## config.mk

```make
export PLATFORM = sky130hd
export DESIGN_NAME = cp_fast_acq
export DESIGN_NICKNAME = d
export VERILOG_FILES = /design/src/rtl/cp_fa_pkg.sv /design/src/rtl/cp_width_meter.sv /design/src/rtl/cp_current_select.sv /design/src/rtl/cp_fast_acq.sv
export SDC_FILE = /design/constraint.sdc
export NUM_CORES = 1
export LEC_CHECK = 0
export ABC_AREA = 1
export BUFFER_PORTS_ARGS = -buffer_cell sky130_fd_sc_hd__clkbuf_2
export CORE_MARGIN = 3
export CORE_UTILIZATION = 50
export DETAILED_ROUTE_END_ITERATION = 12
export PLACE_DENSITY = 0.72
export RECOVER_POWER = 100
export SETUP_SLACK_MARGIN = 0.5
export SLEW_MARGIN = 0
export SYNTH_ARGS = -nofsm -noshare
export SYNTH_HDL_FRONTEND = slang
export SYNTH_HIERARCHICAL = 1
export SYNTH_SLANG_ARGS = --single-unit
```

## constraint.sdc

```tcl
create_clock -name clk -period 1.86 [get_ports clk]
set_input_delay 0.372 -clock clk [delete_from_list [all_inputs] [get_ports clk]]
set_output_delay 0.372 -clock clk [all_outputs]
set_load 0.05 [all_outputs]
```

## src/rtl/cp_fa_pkg.sv

```systemverilog
package cp_fa_pkg;
  localparam int NOM_W      = 3;
  localparam int MAX_MULT   = 8;
  localparam int MULT_W     = $clog2(MAX_MULT + 1);
  localparam int FAST_FLOOR = 2;
endpackage

```

## src/rtl/cp_width_meter.sv

```systemverilog
// Counts reference cycles of a detector pulse in units of T and
// stores k = floor(W/T)+1 (saturated) when the pulse ends.
module cp_width_meter #(
  parameter int DIV_W    = 8,
  parameter int MAX_MULT = cp_fa_pkg::MAX_MULT,
  parameter int MULT_W   = cp_fa_pkg::MULT_W
) (
  input  logic              clk,
  input  logic              rst,
  input  logic              clr,
  input  logic              active,
  input  logic [DIV_W-1:0]  divisor,
  output logic [MULT_W-1:0] k_q
);
  localparam int Q_W = $clog2(MAX_MULT);
  localparam logic [Q_W-1:0] Q_MAX = Q_W'(MAX_MULT - 1);

  logic [DIV_W-1:0] t_last;
  logic [DIV_W-1:0] sub_cnt;
  logic [Q_W-1:0]   quo;
  logic             act_d;

  // zero divisor behaves as one: terminal count of zero either way
  assign t_last = (divisor == '0) ? '0 : divisor - DIV_W'(1);

  always_ff @(posedge clk) begin
    if (rst || clr) begin
      act_d   <= 1'b0;
      sub_cnt <= '0;
      quo     <= '0;
      k_q     <= MULT_W'(1);
    end else begin
      act_d <= active;
      if (active) begin
        if (sub_cnt == t_last) begin
          sub_cnt <= '0;
          if (quo != Q_MAX) quo <= quo + Q_W'(1);
        end else begin
          sub_cnt <= sub_cnt + DIV_W'(1);
        end
      end else begin
        sub_cnt <= '0;
        quo     <= '0;
        if (act_d) k_q <= MULT_W'(quo) + MULT_W'(1);
      end
    end
  end
endmodule

```

## src/rtl/cp_current_select.sv

```systemverilog
// Picks the multiple for the next pulse from the measured k and the
// nominal code.
module cp_current_select #(
  parameter int NOM_W      = cp_fa_pkg::NOM_W,
  parameter int MULT_W     = cp_fa_pkg::MULT_W,
  parameter int FAST_FLOOR = cp_fa_pkg::FAST_FLOOR
) (
  input  logic [MULT_W-1:0] k_meas,
  input  logic [NOM_W-1:0]  nom_code,
  input  logic              fast_en,
  output logic [MULT_W-1:0] nom_mult,
  output logic [MULT_W-1:0] sel_mult
);
  logic [MULT_W-1:0] fa_mult;

  assign nom_mult = MULT_W'(nom_code) + MULT_W'(1);

  always_comb begin
    fa_mult = (k_meas > nom_mult) ? k_meas : nom_mult;
    if (nom_code == '0 && fa_mult < MULT_W'(FAST_FLOOR))
      fa_mult = MULT_W'(FAST_FLOOR);
    sel_mult = fast_en ? fa_mult : nom_mult;
  end
endmodule

```

## src/rtl/cp_fast_acq.sv

```systemverilog
module cp_fast_acq
  import cp_fa_pkg::*;
#(
  parameter int DIV_W = 8
) (
  input  logic              clk,
  input  logic              rst,
  input  logic              pfd_up,
  input  logic              pfd_dn,
  input  logic              fast_en,
  input  logic [NOM_W-1:0]  nom_code,
  input  logic [DIV_W-1:0]  divisor,
  output logic [MULT_W-1:0] cp_mult
);
  logic [MULT_W-1:0] k_meas;
  logic [MULT_W-1:0] nom_mult;
  logic [MULT_W-1:0] sel_mult;

  cp_width_meter #(
    .DIV_W(DIV_W), .MAX_MULT(MAX_MULT), .MULT_W(MULT_W)
  ) u_meter (
    .clk(clk), .rst(rst), .clr(!fast_en),
    .active(pfd_up | pfd_dn), .divisor(divisor), .k_q(k_meas)
  );

  cp_current_select #(
    .NOM_W(NOM_W), .MULT_W(MULT_W), .FAST_FLOOR(FAST_FLOOR)
  ) u_select (
    .k_meas(k_meas), .nom_code(nom_code), .fast_en(fast_en),
    .nom_mult(nom_mult), .sel_mult(sel_mult)
  );

  always_ff @(posedge clk) begin
    if (rst) cp_mult <= nom_mult;
    else     cp_mult <= sel_mult;
  end
endmodule

```

## Word level (Yosys, flattened, before mapping)

Index checks and enable logic that the tools add are counted.
W data, S select, Z words.

- Flip-flop bits (word level): 20
- Input bits: 16
- Output and inout bits: 4
- Word-level logic and storage cells: 30

- Add/subtract/negate cells: 5
- $lt $le $gt $ge: 2
- Equality and inequality tests: 2
- Muxes and demuxes: 5
- Bitwise logic cells: 2
- Reduce and logical (&&, ||, !) cells: 9

Operator list:

| kind | count |
|---|---|
| $mux W4 | 4 |
| $add A3 B1 Y4 const B | 2 |
| $add A8 B1 Y8 const B | 1 |
| $eq A8 B8 Y1 | 1 |
| $logic_not A8 Y1 | 1 |
| $mux W8 | 1 |
| $sub A8 B1 Y8 const B | 1 |
| $gt A4 B4 Y1 | 1 |
| $lt A4 B2 Y1 const B | 1 |
| $reduce_and A2 Y1 | 2 |
| $add A3 B1 Y3 const B | 1 |
| $logic_not A3 Y1 | 1 |
| $ne A3 B3 Y1 const B | 1 |
| $reduce_or A3 Y1 | 1 |
| $reduce_or A2 Y1 | 1 |
| $logic_and A1 B1 Y1 | 1 |
| $logic_not A1 Y1 | 1 |
| $logic_or A1 B1 Y1 | 1 |
| $not A1 Y1 | 1 |
| $or A1 B1 Y1 | 1 |

## Longest topological paths before layout

- Depth in word-level cells: 8
- Depth in mapped cells: 17
- Mapped depth without buffers: 17

## By module

The synthesis kept the hierarchy.

By module, submodules not included:

| module | instances | cells an instance | area each (um^2) | sequential area each (um^2) |
|---|---|---|---|---|
| cp_width_meter | 1 | 164 | 1053.5 | 320.3 |
| cp_current_select | 1 | 62 | 326.6 | 0.0 |
| cp_fast_acq | 1 | 19 | 138.9 | 80.1 |

## Least setup slack after synthesis

No wires, ideal clock.

- Kind: input-to-reg
- From: in nom_code[2]
- To: reg cp_mult[0]
- Library setup time: 0.112 ns
- Arrival: 1.895 ns
- Data required time: 1.748 ns
- Slack: -0.147 ns
- Stages on the path: 17
- Buffers on the path: 0
- Path through: inv_2 > nor3_1 > inv_1 > ha_1 > nand3_1 > nand2_1 > inv_1 > nand2_2 > nand2_2 > nand2_2 > nand2_2 > nor2_2 > nand2_2 > nand2_1 > nand2_1 > nand2_1 > nand2_1

- Word-level cells in the longest chain between the ends: 8
- Elaborated cells on any way between the ends: 9
- Classes of those cells: add/sub (1); order compare (2); mux (4); reduce/logical (2)

RTL lines:

| item | RTL line | text |
|---|---|---|
| from (decl) | cp_fast_acq.sv:11 | `input logic [NOM_W-1:0] nom_code,` |
| $add A3 B1 Y4 * | cp_current_select.sv:16 | `assign nom_mult = MULT_W'(nom_code) + MULT_W'(1);` |
| named net nom_mult[3] | cp_fast_acq.sv:16 | `logic [MULT_W-1:0] nom_mult;` |
| $gt A4 B4 Y1 | cp_current_select.sv:19 | `fa_mult = (k_meas > nom_mult) ? k_meas : nom_mult;` |
| $mux W4 * | cp_current_select.sv:19 |  |
| $lt A4 B2 Y1 | cp_current_select.sv:20 | `if (nom_code == '0 && fa_mult < MULT_W'(FAST_FLOOR))` |
| $logic_and A1 B1 Y1 | cp_current_select.sv:20 |  |
| $mux W4 * | cp_current_select.sv:20 |  |
| $mux W4 * | cp_current_select.sv:22 | `sel_mult = fast_en ? fa_mult : nom_mult;` |
| named net sel_mult[0] | cp_fast_acq.sv:17 | `logic [MULT_W-1:0] sel_mult;` |
| $mux W4 * | cp_fast_acq.sv:34 | `if (rst) cp_mult <= nom_mult;` |
| to (signal assigned) | cp_fast_acq.sv:34 |  |
| to (signal assigned) | cp_fast_acq.sv:35 | `else cp_mult <= sel_mult;` |
| to (decl) | cp_fast_acq.sv:13 | `output logic [MULT_W-1:0] cp_mult` |

Mark *: on every way through the listed nets, which the timed path passes. The rest lies on a longest branch.
A chain may end at the register's enable or synchronous reset.

## Worst setup path after layout

- From: in nom_code[0]
- To: reg cp_mult[0]

- Word-level cells in the longest chain between the ends: 8
- Elaborated cells on any way between the ends: 9
- Classes of those cells: add/sub (1); order compare (2); mux (4); reduce/logical (2)

RTL lines:

| item | RTL line |
|---|---|
| $add A3 B1 Y4 * | cp_current_select.sv:16 |
| named net nom_mult[0] | cp_fast_acq.sv:16 |
| $gt A4 B4 Y1 | cp_current_select.sv:19 |
| $mux W4 | cp_current_select.sv:19 |
| $lt A4 B2 Y1 | cp_current_select.sv:20 |
| $logic_and A1 B1 Y1 | cp_current_select.sv:20 |
| $mux W4 | cp_current_select.sv:20 |
| $mux W4 * | cp_current_select.sv:22 |
| named net sel_mult[0] | cp_fast_acq.sv:17 |
| $mux W4 * | cp_fast_acq.sv:34 |

Marked as above.

==> metrics.log <==
INFO  metric status = finished, final reports clean
INFO  metric final.min_clock_period = 1.72 ns
INFO  metric fin_hold_ws = 0.359 ns
INFO  metric synthesis.yosys.warnings = 6
INFO  metric ctsRootBufferMaster = sky130_fd_sc_hd__clkbuf_4
INFO  metric htreeDepth = 1
INFO  metric track_usage = 0.185
INFO  metric proportion_of_register_bits_with_asynchronous_set_or_reset_after_synthesis = 0
INFO  metric hpwl = 2460 um
INFO  metric io-pin-count = 20
INFO  metric total_power = between 1 and 1.5 mW
INFO  metric gr-total-overflow = 0
INFO  metric die_outline_area = approximately 0.0037 sq mm
INFO  metric sw_frac_of_total = 0.300
INFO  metric crit_path_end_kind = flop
INFO  metric drc_errors = 0
INFO  metric timing.final.hold_violations = 0
INFO  metric cts_tree = yes
INFO  metric power.clock.fraction = 0.318
INFO  metric antennaDiodeCount = 0
INFO  metric seqCellArea = just over 400 sq um
INFO  metric finalNetCount = 308
INFO  metric detail_route.wl_per_cell = about 12 um
INFO  metric multi_input_comb_area = 0.00116 sq mm
INFO  metric final_layout_size_suffix_gt1_frac = 0.364
INFO  metric final_cell_mix = sky130_fd_sc_hd__nand2_1 (56), sky130_fd_sc_hd__inv_1 (32), sky130_fd_sc_hd__nor2_1 (22)
INFO  metric detailedRoute.firstIterationViolations = roughly 80
INFO  metric setup_tns = 0 ns
INFO  metric dominantRegCellSynth = sky130_fd_sc_hd__dfxtp_1
INFO  metric clockBufferDepth = 2
INFO  metric criticalPathCategory = in2reg
INFO  metric dieHeight = about 60 um
INFO  metric fillCellCount = 239
INFO  metric syn-num-nets = around 270
INFO  metric layout_commonest_cell = sky130_fd_sc_hd__nand2_1
INFO  metric post_synth_num_cell_types = 22
INFO  metric port_buffers = 19
INFO  metric post_synth_edffs = 0
INFO  metric relSlewSlack = 0.606
INFO  metric grt_antenna_before_repair = 0
INFO  metric post-place-cells = between 300 and 400
INFO  metric post_synth.cell_area_avg = between 6 and 7 sq um
INFO  metric initial_utilization = 0.537
INFO  metric postRouteAntennaNets = 0
INFO  metric cp_data_arrival_time = 1.94 ns
INFO  metric cp_max_fo = 4
INFO  metric timing.critical_path.from_type = primary input
INFO  metric power.density = about 540 mW/mm^2
INFO  metric timing_worst_slew_pin_value = roughly 0.59 ns
INFO  metric internal_power = slightly below 800 uW
INFO  metric synth.ff_latch_count = 20
INFO  metric fin_util = 0.731
INFO  metric static-leakage-power = 0.952 nW
INFO  metric cts.sink_count = 20
INFO  metric slew_viol_final = 0
INFO  metric finalCritPeriodShare = 0.925
INFO  metric finish.cell_count_without_fillers = approximately 310
INFO  metric sequential_area_share_after_synthesis = 0.264
INFO  metric worst_vdd_rail_ir_drop = 0.440 mV
INFO  metric drt_pass1_iterations = 4
INFO  metric row_count = 19
INFO  metric first_pass_grt_wire_length = ~5400 um
INFO  metric clkTransAtPathRegs = around 0.11 ns
INFO  metric grt_setup_unrepaired = true
INFO  metric detail_route.wirelength = 3730 um
INFO  metric share_of_power_burned_in_registers = 0.400
INFO  metric min_path_type = in2reg
INFO  metric routed-via-count = around 1.6k
INFO  metric viasPerCell = a little over 5
INFO  metric placeableCoreArea = 0.00283 sq mm
INFO  metric critical_path_required = ~2.1 ns
INFO  metric clock_skew = 0.00156 ns
INFO  metric maxClockFrequency = 0.581 GHz
INFO  metric switching_power = 334 uW
INFO  metric gp_routability_congestion = ~0.84
INFO  metric die_x = a little over 60 um
INFO  metric post_synth_inst_count = between 200 and 250
INFO  metric cap_violations = 0
INFO  metric power.share.combinational = 0.281
INFO  metric clock_latency = about 0.30 ns
INFO  metric first_global_vias = roughly 1.3k
INFO  metric post_cts_hold_buffer_count = 0
INFO  metric setup_viol = 0
INFO  metric cts_made_buffers = 3
INFO  metric areaGrowthSynthToFinish = 36.2%
INFO  metric grt_start_max_net_pins = 13
INFO  metric post_synthesis_cell_area = 0.00152 sq mm
==> cells by family after synthesis <==
kind of cell,after synthesis,share of synthesized area
buffers and inverters,44,0.109
AND/OR/NAND/NOR,149,0.465
XOR/XNOR,5,0.0288
flip-flops,20,0.264
AO/OA/AOI/OAI,19,0.0675
adder cells (fa/ha/maj),8,0.0659
==> routing by layer <==
| metal | part of all wire | GRT usage |
|---|---|---|
| met1 | 0.48 | 0.257 |
| met2 | 0.48 | 0.298 |
| met3 | 0.027 | 0.0440 |
| met4 | 0.0091 | 0.0279 |
| met5 | 0 | 0 |
==> worst max-delay path, cell delays in order <==
cell and delay, ns:
sky130_fd_sc_hd__buf_6 0.10, sky130_fd_sc_hd__inv_4 0.08, sky130_fd_sc_hd__ha_4 0.21, sky130_fd_sc_hd__inv_2 0.07, sky130_fd_sc_hd__nand2_2 0.06, sky130_fd_sc_hd__a21oi_2 0.14
sky130_fd_sc_hd__nand4_1 0.16, sky130_fd_sc_hd__nand2_4 0.15, sky130_fd_sc_hd__nand2_4 0.08, sky130_fd_sc_hd__nand2_2 0.07, sky130_fd_sc_hd__nand2_2 0.07, sky130_fd_sc_hd__nor2_2 0.11
sky130_fd_sc_hd__nand2_2 0.06, sky130_fd_sc_hd__nand2_1 0.05, sky130_fd_sc_hd__nand2_1 0.05, sky130_fd_sc_hd__nand2_1 0.05, sky130_fd_sc_hd__nand2_1 0.04
==> cells in the mapped netlist (3+ instances only) <==
cell	instances	area share
sky130_fd_sc_hd__nand2_1	64	0.16
sky130_fd_sc_hd__inv_1	38	0.094
sky130_fd_sc_hd__nand3_1	24	0.079
sky130_fd_sc_hd__nor2_1	22	0.054
sky130_fd_sc_hd__dfxtp_1	20	0.26
sky130_fd_sc_hd__nand2_2	14	0.058
sky130_fd_sc_hd__a21oi_1	9	0.030
sky130_fd_sc_hd__nand4_1	9	0.037
sky130_fd_sc_hd__ha_1	8	0.066
sky130_fd_sc_hd__o21ai_0	8	0.026
sky130_fd_sc_hd__inv_2	6	0.015
sky130_fd_sc_hd__nor3_1	5	0.016
sky130_fd_sc_hd__nor2_2	4	0.016
sky130_fd_sc_hd__xor2_1	4	0.023
sky130_fd_sc_hd__nor2_4	3	0.022
==> power by group through the flow <==
| stage | combinational [mW] | clock, mW | sequential, mW |
|---|---|---|---|
| 3_5_place_dp | 0.256 | 0 | 0.456 |
| 3_3_place_gp | 0.254 | 0 | 0.456 |
| 6_report | 0.313 | 0.355 | 0.446 |
| 5_1_grt | 0.343 | 0.375 | 0.449 |
| 2_1_floorplan | 0.149 | 0 | 0.486 |
| 4_1_cts | 0.275 | 0.360 | 0.446 |
==> final cells by class <==
cell class / instances / area share
multi-input combinational: 182 / 0.561
sequential: 20 / 0.195
timing repair buffer: 33 / 0.114
inverter: 44 / 0.0853
tap: 31 / 0.0188
clock inverter: 1 / 0.0145
clock buffer: 3 / 0.0109
==> per-stage QoR <==
step           instance area [sq um]  worst slack (ns)
2_1_floorplan                   1570           -0.0227
3_3_place_gp                    1780            -0.153
3_5_place_dp                    1780            -0.168
4_1_cts                         1930             0.185
5_1_grt                         2070           0.00891
6_report                        2070             0.140
==> registers in the layout, indices dropped and copies added (netlist names) <==
signal and flops:
u_meter/k_q 4, u_meter/quo 3, u_meter/sub_cnt 8, u_meter/act_d 1, cp_mult 4
==> path summary, 6_finish.rpt <==
check                startpoint  cells past startpoint            endpoint  slack [ns]
max                 nom_code[0]                     17          cp_mult[0]        0.14
min reg2reg  u_meter/sub_cnt[0]                      1  u_meter/sub_cnt[0]        0.48
max reg2reg      u_meter/k_q[0]                     12          cp_mult[0]        0.15
min                         rst                      3          cp_mult[1]        0.36
==> repair_timing <==
item,in CTS,in global routing
endpoints found under the setup margin,15,15
setup buffers,1,2
gates cloned,1,0
pin swaps,5,22
resized for setup,21,38
(Power assumes the default switching activity.)
